## config.mk

```make
export PLATFORM = sky130hd
export DESIGN_NAME = nw_bus_exchanger
export DESIGN_NICKNAME = d
export VERILOG_FILES = /design/src/rtl/nwx_pkg.sv /design/src/rtl/nwx_a2b_path.sv /design/src/rtl/nwx_b2a_path.sv /design/src/rtl/nwx_dir_ctrl.sv /design/src/rtl/nw_bus_exchanger.sv
export SDC_FILE = /design/constraint.sdc
export NUM_CORES = 1
export LEC_CHECK = 0
export ABC_AREA = 1
export BUFFER_PORTS_ARGS = -buffer_cell sky130_fd_sc_hd__buf_2
export CAP_MARGIN = 40
export CORE_MARGIN = 2
export CORE_UTILIZATION = 54
export DETAILED_ROUTE_END_ITERATION = 10
export HOLD_SLACK_MARGIN = 0.03
export PLACE_DENSITY = 0.95
export SETUP_SLACK_MARGIN = 0.15
export SKIP_LAST_GASP = 1
export SYNTH_ARGS = -nofsm -noshare
export SYNTH_HDL_FRONTEND = slang
export SYNTH_SLANG_ARGS = --single-unit
export TNS_END_PERCENT = 1
```

## constraint.sdc

```tcl
create_clock -name clk -period 2.7 [get_ports clk]
set_input_delay 0.135 -clock clk [delete_from_list [all_inputs] [get_ports clk]]
set_output_delay 0.135 -clock clk [all_outputs]
set_load 0.05 [all_outputs]
```

## src/rtl/nwx_pkg.sv

```systemverilog
package nwx_pkg;

   localparam int unsigned NWX_DEFAULT_NW = 12;
   localparam int unsigned NWX_DEFAULT_LO_STAGES = 2;

   typedef enum logic {
      NWX_HALF_LO = 1'b0,
      NWX_HALF_HI = 1'b1
   } nwx_half_e;

endpackage

```

## src/rtl/nwx_a2b_path.sv

```systemverilog
module nwx_a2b_path #(
   parameter int unsigned NW        = nwx_pkg::NWX_DEFAULT_NW,
   parameter int unsigned LO_STAGES = nwx_pkg::NWX_DEFAULT_LO_STAGES
) (
   input  logic            clk,
   input  logic            rst,
   input  logic [NW-1:0]   a_in,
   input  logic            ld_lo_n,
   input  logic            ld_hi_n,
   output logic [2*NW-1:0] wide_q
);

   localparam int unsigned WW = 2 * NW;

   generate
      if (NW < 1) begin : g_bad_nw
         $error("nwx_a2b_path: NW must be at least 1");
      end
      if (LO_STAGES < 1 || LO_STAGES > 8) begin : g_bad_depth
         $error("nwx_a2b_path: LO_STAGES must be 1 to 8");
      end
   endgenerate

   logic [NW-1:0] lo_stg [LO_STAGES];
   logic [NW-1:0] hi_q;

   generate
      for (genvar s = 0; s < LO_STAGES; s++) begin : g_lo_chain
         if (s == 0) begin : g_head
            always_ff @(posedge clk) begin
               if (rst) begin
                  lo_stg[0] <= '0;
               end else if (!ld_lo_n) begin
                  lo_stg[0] <= a_in;
               end
            end
         end else begin : g_tail
            always_ff @(posedge clk) begin
               if (rst) begin
                  lo_stg[s] <= '0;
               end else if (!ld_lo_n) begin
                  lo_stg[s] <= lo_stg[s-1];
               end
            end
            // each later stage takes the previous one's value on a load
            p_lo_shift_r2: assert property (@(posedge clk) disable iff (rst)
               !ld_lo_n |=> lo_stg[s] == $past(lo_stg[s-1]));
         end
      end
   endgenerate

   always_ff @(posedge clk) begin
      if (rst) begin
         hi_q <= '0;
      end else if (!ld_hi_n) begin
         hi_q <= a_in;
      end
   end

   assign wide_q = {hi_q, lo_stg[LO_STAGES-1]};

   // the head stage captures the narrow input
   p_lo_head_r2: assert property (@(posedge clk) disable iff (rst)
      !ld_lo_n |=> lo_stg[0] == $past(a_in));

   // high half captures the narrow input in one stage
   p_hi_load_r3: assert property (@(posedge clk) disable iff (rst)
      !ld_hi_n |=> wide_q[WW-1:NW] == $past(a_in));

   // the low chain holds while its enable is high
   p_lo_hold_r4: assert property (@(posedge clk) disable iff (rst)
      ld_lo_n |=> $stable(wide_q[NW-1:0]));

   // the high half holds while its enable is high
   p_hi_hold_r4: assert property (@(posedge clk) disable iff (rst)
      ld_hi_n |=> $stable(wide_q[WW-1:NW]));

endmodule

```

## src/rtl/nwx_b2a_path.sv

```systemverilog
module nwx_b2a_path #(
   parameter int unsigned NW = nwx_pkg::NWX_DEFAULT_NW
) (
   input  logic            clk,
   input  logic            rst,
   input  logic [2*NW-1:0] b_in,
   input  logic            ld_lo_n,
   input  logic            ld_hi_n,
   input  logic            sel_hi,
   output logic [NW-1:0]   narrow_q
);

   import nwx_pkg::*;

   localparam int unsigned WW = 2 * NW;

   generate
      if (NW < 1) begin : g_bad_nw
         $error("nwx_b2a_path: NW must be at least 1");
      end
   endgenerate

   logic [NW-1:0] half_q [2];
   logic [1:0]    half_ld_n;
   nwx_half_e     pick_q;

   assign half_ld_n = {ld_hi_n, ld_lo_n};

   generate
      for (genvar h = 0; h < 2; h++) begin : g_half
         always_ff @(posedge clk) begin
            if (rst) begin
               half_q[h] <= '0;
            end else if (!half_ld_n[h]) begin
               half_q[h] <= b_in[h*NW +: NW];
            end
         end
      end
   endgenerate

   always_ff @(posedge clk) begin
      if (rst) begin
         pick_q <= NWX_HALF_LO;
      end else begin
         pick_q <= sel_hi ? NWX_HALF_HI : NWX_HALF_LO;
      end
   end

   always_comb begin
      unique case (pick_q)
         NWX_HALF_HI: narrow_q = half_q[1];
         default:     narrow_q = half_q[0];
      endcase
   end

   // low half captured and selected shows on the narrow output
   p_lo_pass_r5: assert property (@(posedge clk) disable iff (rst)
      (!ld_lo_n && !sel_hi) |=> narrow_q == $past(b_in[NW-1:0]));

   // high half captured and selected shows on the narrow output
   p_hi_pass_r6: assert property (@(posedge clk) disable iff (rst)
      (!ld_hi_n && sel_hi) |=> narrow_q == $past(b_in[WW-1:NW]));

   // with no loads and a steady select the output holds
   p_sel_hold_r6: assert property (@(posedge clk) disable iff (rst)
      (ld_lo_n && ld_hi_n && $stable(sel_hi)) |=> $stable(narrow_q));

endmodule

```

## src/rtl/nwx_dir_ctrl.sv

```systemverilog
module nwx_dir_ctrl (
   input  logic clk,
   input  logic rst,
   input  logic oe_a_n,
   input  logic oe_b_n,
   output logic a_drive,
   output logic b_drive
);

   always_ff @(posedge clk) begin
      if (rst) begin
         a_drive <= 1'b0;
         b_drive <= 1'b0;
      end else begin
         a_drive <= ~oe_a_n;
         b_drive <= ~oe_b_n;
      end
   end

   // enables follow the sampled active-low requests one edge later
   p_a_enable_r7: assert property (@(posedge clk) disable iff (rst)
      1'b1 |=> a_drive == !$past(oe_a_n));

   p_b_enable_r7: assert property (@(posedge clk) disable iff (rst)
      1'b1 |=> b_drive == !$past(oe_b_n));

endmodule

```

## src/rtl/nw_bus_exchanger.sv

```systemverilog
module nw_bus_exchanger #(
   parameter int unsigned NW        = nwx_pkg::NWX_DEFAULT_NW,
   parameter int unsigned LO_STAGES = nwx_pkg::NWX_DEFAULT_LO_STAGES
) (
   input  logic            clk,
   input  logic            rst,
   input  logic [NW-1:0]   a_in,
   output logic [NW-1:0]   a_out,
   output logic            a_oe,
   input  logic [2*NW-1:0] b_in,
   output logic [2*NW-1:0] b_out,
   output logic            b_oe,
   input  logic            ld_a_lo_n,
   input  logic            ld_a_hi_n,
   input  logic            ld_b_lo_n,
   input  logic            ld_b_hi_n,
   input  logic            sel_hi,
   input  logic            oe_a_n,
   input  logic            oe_b_n
);

   generate
      if (NW < 1) begin : g_bad_nw
         $error("nw_bus_exchanger: NW must be at least 1");
      end
   endgenerate

   nwx_a2b_path #(
      .NW        (NW),
      .LO_STAGES (LO_STAGES)
   ) u_a2b (
      .clk     (clk),
      .rst     (rst),
      .a_in    (a_in),
      .ld_lo_n (ld_a_lo_n),
      .ld_hi_n (ld_a_hi_n),
      .wide_q  (b_out)
   );

   nwx_b2a_path #(
      .NW (NW)
   ) u_b2a (
      .clk      (clk),
      .rst      (rst),
      .b_in     (b_in),
      .ld_lo_n  (ld_b_lo_n),
      .ld_hi_n  (ld_b_hi_n),
      .sel_hi   (sel_hi),
      .narrow_q (a_out)
   );

   nwx_dir_ctrl u_dir (
      .clk     (clk),
      .rst     (rst),
      .oe_a_n  (oe_a_n),
      .oe_b_n  (oe_b_n),
      .a_drive (a_oe),
      .b_drive (b_oe)
   );

   // reset wins over every load and clears the observable state
   p_reset_clear_r1: assert property (@(posedge clk)
      rst |=> (a_out == '0) && (b_out == '0) && !a_oe && !b_oe);

endmodule

```

==> out/summary.txt, run 1 <==
Dpl cells = 416
Crit. End Element = output pin
Worst path top cell family by delay = flip-flops
Status = completed
Period utilization = 0.6537
Dominant cell by count in the synthesized netlist = inv_1
Max_slew headroom = 0.5555
Post-synthesis register bit count = 63
Number of buffers and inverters on the critical path = 1
RSZ-0062 raised after global routing = false
LEAKAGE = 1.693 nW
Violation count after the first detailed-route iteration = 124
Number of synthesized flops with an enable pin = 48
Clock Path Buffers = 2
Root Driver = clkbuf_8
First-pass GRT wire length = 7334 µm
Worst path required time = 2570 ps
Crit path cell chain = nand2_1 -> o21ai_0 -> buf_2
Largest net degree at the start of global routing = 25
WHS = 45.66 ps
Diodes inserted = 0
Congestion Overflow GR = 0
Cell count after synthesis = 276
CTS tree = yes
DR WL/cell = 11.16 µm
Min-delay src = a_in[2]
Initial antenna violation count = 0
Worst-Margin Slew = 665.9 ps
Die X = 73.77 µm
Worst vdd ir = 0.4002 mV
Worst-path fanout max = 24
Sequential cell area fraction in the yosys report = 0.6625
Post-route core utilization = 0.6903
Total core area = 4723 µm²
Clock slew seen by the registers of the worst setup and hold paths = 70 ps
Worst r2r src = u_a2b.lo_stg[0][1]$_SDFFCE_PN0P_
Worst-path cell with the longest stage delay = dfxtp_1
Final Skew = 5.752 ps
Critical path class = reg2out
Vias in the first global route = 1,652
Worst min-delay path class = in2reg
Total CTS buffers = 9
Via count = 1,881
Post-Syn Nets = 321
Synth Cell Area = 2629 µm²
Synth top area share = 0.5483
Ys flop type = edfxtp_1
# nets final = 409
Clk_lat worst skew = 320 ps
Area leader, netlist = edfxtp_1
Layout cells sized above 1 = 0.2927
GRT Total Usage = 0.1828
Final std cells w/o fill = 436
TritonRoute pass-1 iters = 4
Ys Warns = 0
Setup Buffers After CTS = 0
Critical Path Source Type = flop
Minimum clock period = 1765 ps
Residual DRC = 0
Post-cts sizing count = 0
Die height = 73.77 µm
Number of I/O pins = 83
Dpl hpwl = 3444 µm
Distinct cells, synth = 13
DRT Wirelength = 4866 µm
Most frequent cells after synthesis = inv_1 (74), nor2_1 (65), edfxtp_1 (48)
PwrDens = 655.6 nW/µm²
CTS Hold Buffers Added = 3
Final Hold Fails = 0
Placed Area = 3065 µm²
Area of the die = 5442 µm²
Mean Syn Cell Area = 9.525 µm²
Peak per-stage delay on the critical path = 750 ps
Critical Path Source = u_b2a.pick_q$_SDFF_PP0_
Fmax = 0.5665 GHz
Area Overhead vs Synth = 24.04%
Maxcap violations = 0
Number of clock sinks = 63
IO Port Bufs = 82
Placer Congestion = 0.8706
Synth area leaders = edfxtp_1 (55%), dfxtp_1 (11%), inv_1 (11%)
Final ANT Viol Nets = 0
Post-Layout Inst Area = 3261 µm²
H-tree Lvls = 3
Starting density of the core = 0.5566
Final setup TNS = 0 ps
Vias/cell = 4.314
Std cell rows = 25
Setup violators final = 0
Arrival @ worst endpoint = 1630 ps
Async set or reset register ratio after synthesis = 0
Max Slew Vio Count = 0
-- registers in the layout (all words and copies together) (netlist names) --
name / count
u_b2a.pick_q: 1
u_a2b.hi_q: 12
u_dir.b_drive: 1
u_a2b.lo_stg: 24
u_b2a.half_q: 24
u_dir.a_drive: 1
-- cells in the final DEF, fill, tap and decap left out --
| cell type | synthesis | final |
|---|---|---|
| buf_2 | 4 | 82 |
| buf_6 | 4 | 1 |
| buf_8 | 0 | 1 |
| clkbuf_8 | 0 | 9 |
| clkinv_1 | 0 | 4 |
| clkinv_2 | 0 | 3 |
| dfxtp_1 | 15 | 15 |
| dlygate4sd3_1 | 0 | 3 |
| edfxtp_1 | 48 | 48 |
| inv_1 | 74 | 74 |
| nand2_1 | 39 | 39 |
| nor2_1 | 65 | 65 |
| nor2_2 | 9 | 9 |
| nor2_4 | 1 | 1 |
| o21ai_0 | 12 | 12 |
| or2_1 | 1 | 1 |
| or2_2 | 2 | 2 |
-- routing by layer --
metal / GRT usage / up-vias / part of all wire
met3: 0.04801 / 13 / 0.038
met2: 0.2688 / 56 / 0.49
met4: 0.1131 / 0 / 0.024
met1: 0.2415 / 828 / 0.45
li1: - / 984 / -
met5: 0 / - / 0
-- final cells by class --
cell class	count	area (µm²)
flip-flops and latches	63	1742
fillers	356	1463
multi-input cells	129	536.8
repair buffers	87	466.7
inverters	74	277.8
clock buffers	9	123.9
well taps	67	83.83
clock inverters	7	30.03
-- worst min-delay path: cells and delay by family --
family | cells | cell delay, ps
and+or+nand+nor | 2 | 110
buffers and inverters | 1 | 90
-- cells by family (layout without fill, tap and decap cells) --
| family | count (synthesis) | after routing | synth area share |
|---|---|---|---|
| buf+inv | 84 | 177 | 0.1333 |
| simple gates | 117 | 117 | 0.1813 |
| compound gates | 12 | 12 | 0.02285 |
| flops | 63 | 63 | 0.6625 |
-- per-stage QoR --
| step | worst slack (ps) | power [W] |
|---|---|---|
| after floorplan | 957.5 | 0.001412 |
| after global placement | 1005 | 0.001496 |
| after detailed placement | 917.1 | 0.001508 |
| after CTS | 934.2 | 0.002152 |
| after global routing | 754.0 | 0.002226 |
| final | 934.9 | 0.002138 |
-- final timing paths --
check	slack, ps	endpoint	depth (start not counted)
worst max-delay path	930	a_out[11]	3
worst min-delay path	50	u_a2b.hi_q[2]$_SDFFE_PP0N_	3
worst min register to register	510	u_a2b.hi_q[7]$_SDFFE_PP0N_	4
worst max register to register	1950	u_a2b.lo_stg[1][1]$_SDFFCE_PN0P_	2
-- where the power goes --
part	total [W]	switching [W]	internal (W)	leakage [nW]
sequential	0.00114	0.0000245	0.00112	0.647
combinational	0.000350	0.000260	0.0000896	0.963
clock	0.000646	0.000331	0.000315	0.0827
total	0.00214	0.000616	0.00152	1.69
Note: power is estimated with default switching activity, not from simulation.
==> inputs of run 2 (changes only) <==
Settings changed: ABC_AREA 1 to 0, CORE_UTILIZATION 54 to 45, PLACE_DENSITY 0.95 to 0.86.
Clock period 2.7 ns to 1.55 ns, I/O delays scaled along.
==> out/summary.txt, run 2 <==
Status = completed (unchanged)
Worst path required time = 1470 ps (was 2570 ps)
Minimum clock period = 1407 ps
PwrDens = 1115 nW/µm² (was 655.6 nW/µm²)
Placed Area = 2944 µm² (was 3065 µm²)
Number of synthesized flops with an enable pin = 48 (unchanged)
Starting density of the core = 0.4600 (was 0.5566)
Std cell rows = 27 (was 25)
Dominant cell by count in the synthesized netlist = edfxtp_1 (was inv_1)
Final ANT Viol Nets = 0 (unchanged)
Worst-path fanout max = 6 (was 24)
Die X = 78.33 µm (was 73.77 µm)
Most frequent cells in the layout = buf_2 (70), edfxtp_1 (48), and2_1 (38) (was buf_2 (82), inv_1 (74), nor2_1 (65))
Top flop regs = u_a2b.lo_stg (24), u_b2a.half_q (24), u_a2b.hi_q (12) (unchanged)
Total CTS buffers = 9 (unchanged)
Vias/cell = 4.430 (was 4.314)
DR WL/cell = 14.36 µm (was 11.16 µm)
Via count = 1,617 (was 1,881)
Synth area leaders = edfxtp_1 (58%), dfxtp_1 (12%), and2_1 (9.6%) (was edfxtp_1 (55%), dfxtp_1 (11%), inv_1 (11%))
Commonest non-fill, non-tap cell in the layout = buf_2 (unchanged)
Final Hold Fails = 0 (unchanged)
Final setup TNS = 0 ps (unchanged)
First-pass GRT wire length = 7866 µm (was 7334 µm)
Total core area = 5405 µm² (was 4723 µm²)
Setup violators final = 0 (unchanged)
RSZ-0062 raised after global routing = true (was false)
Post-synthesis register bit count = 63 (unchanged)
Area Overhead vs Synth = 44.49% (was 24.04%)
Ys flop type = edfxtp_1 (unchanged)
Synth Cell Area = 2486 µm² (was 2629 µm²)
DRT Wirelength = 5242 µm (was 4866 µm)
Violation count after the first detailed-route iteration = 112 (was 124)
Fillers = 401 (was 356)
Cell count after synthesis = 164 (was 276)
Clock Path Buffers = 2 (unchanged)
Clock slew seen by the registers of the worst setup and hold paths = 60 ps (was 70 ps)
Period utilization = 0.9077
TritonRoute pass-1 iters = 4 (unchanged)
Layout cells sized above 1 = 0.4232 (was 0.2927)
Sequential cell area fraction in the yosys report = 0.7006 (was 0.6625)
Design Power = 0.004007 W (was 0.002138 W)
Fmax = 0.7107 GHz
Worst-Margin Slew = 662.1 ps (was 665.9 ps)
Die height = 78.33 µm (was 73.77 µm)
Number of clock sinks = 63 (unchanged)
Clk_lat worst skew = 330 ps (was 320 ps)
Worst vdd ir = 0.5919 mV (was 0.4002 mV)
IO Port Bufs = 82 (unchanged)
Distinct cells, synth = 14 (was 13)
Largest net degree at the start of global routing = 25 (unchanged)
Max_slew headroom = 0.5569 (was 0.5555)
Area leader, netlist = edfxtp_1 (unchanged)
H-tree Lvls = 3 (unchanged)
Max Slew Vio Count = 0 (unchanged)
Arrival @ worst endpoint = 1330 ps (was 1630 ps)
Synth top area share = 0.5798 (was 0.5483)
CTS tree = yes (unchanged)
Area of the die = 6136 µm² (was 5442 µm²)
Root Driver = clkbuf_8 (unchanged)
Residual DRC = 0 (unchanged)
Dpl hpwl = 3243 µm (was 3444 µm)
Diodes inserted = 0 (unchanged)
Worst min-delay path class = in2reg (unchanged)
Ys Warns = 0 (unchanged)
Multi-input gate area = 686.9 µm² (was 536.8 µm²)
Critical path class = reg2out (unchanged)
LEAKAGE = 1.611 nW (was 1.693 nW)
Reg area = 1745 µm² (was 1742 µm²)
GRT Total Usage = 0.1738 (was 0.1828)
Maxcap violations = 0 (unchanged)
Number of I/O pins = 83 (unchanged)
Final Skew = 4.843 ps (was 5.752 ps)
Initial antenna violation count = 0 (unchanged)
Placer Congestion = 0.8553 (was 0.8706)
Critical Path Source Type = flop (unchanged)
Async set or reset register ratio after synthesis = 0 (unchanged)
Mean Syn Cell Area = 15.16 µm² (was 9.525 µm²)
Vias in the first global route = 1,623 (was 1,652)
# nets final = 333 (was 409)
Congestion Overflow GR = 0 (unchanged)
Crit. End Element = output pin (unchanged)
Post-Layout Inst Area = 3592 µm² (was 3261 µm²)
Most frequent cells after synthesis = edfxtp_1 (48), and2_1 (38), dfxtp_1 (15), nor2_1 (15) (was inv_1 (74), nor2_1 (65), edfxtp_1 (48))
Post-Syn Nets = 209 (was 321)
-- run 2: cells by family after synthesis --
kind of cell / Yosys count / synth area share
and+or+nand+nor: 69 / 0.1706
DFF: 63 / 0.7006
muxes: 24 / 0.1027
buffers and inverters: 8 / 0.02617
-- run 2: worst max-delay path: stages, from the launching register on --
cell	delay, ps
dfxtp_4	370
buf_8	130
mux2_2	340
buf_6	150
-- run 2: timing repair --
action                                  CTS  global route
pin swaps                                 0             0
hold buffers                             34             0
endpoints found under the hold margin    36             0
endpoints found under the setup margin   12            12
buffers inserted                          0             2
cloned                                    0             0
resized for setup                         2            43
-- run 2: report_power, final --
part,switching (W),internal [W]
sequential,0.0000377,0.00194
combinational,0.000432,0.000286
clock,0.000587,0.000721
total,0.00106,0.00295
-- run 2: path summary, 6_finish.rpt --
kind	startpoint	end	slack [ps]	cells after the start
min	b_in[7]	u_b2a.half_q[0][7]$_SDFFCE_PN0P_	40	2
max reg2reg	u_a2b.lo_stg[0][8]$_SDFFCE_PN0P_	u_a2b.lo_stg[1][8]$_SDFFCE_PN0P_	790	1
max	u_b2a.pick_q$_SDFF_PP0_	a_out[3]	140	3
min reg2reg	u_a2b.hi_q[10]$_SDFFE_PP0N_	u_a2b.hi_q[10]$_SDFFE_PP0N_	490	2
-- run 2: layer usage --
layer  vias to the layer above  part of all wire  GRT usage
li1                        812                 -          -
met1                       743              0.42     0.2052
met2                        48              0.51     0.2836
met3                        14             0.037    0.04483
met4                         0             0.035     0.1088
met5                         -                 0          0
-- run 2: stage by stage --
stage | worst slack [ps] | instances | hold slack (ps) | utilization
floorplan | 335.7 | 164 | 144.2 | -
global placement | 261.4 | 313 | 229.6 | 0.5447
detailed placement | 223.5 | 313 | 235.6 | 0.5447
CTS | 109.9 | 363 | 30.65 | 0.6414
global route | 106.0 | 365 | 40.90 | 0.6646
finish | 143.0 | 365 | 42.71 | 0.6646
-- run 2: layout make-up --
cell class	instances	area share
clock buffers	10	0.03553
clock inverters	6	0.01428
multi-input cells	93	0.1912
flip-flops and latches	63	0.4859
well taps	72	0.02508
repair buffers	121	0.2480
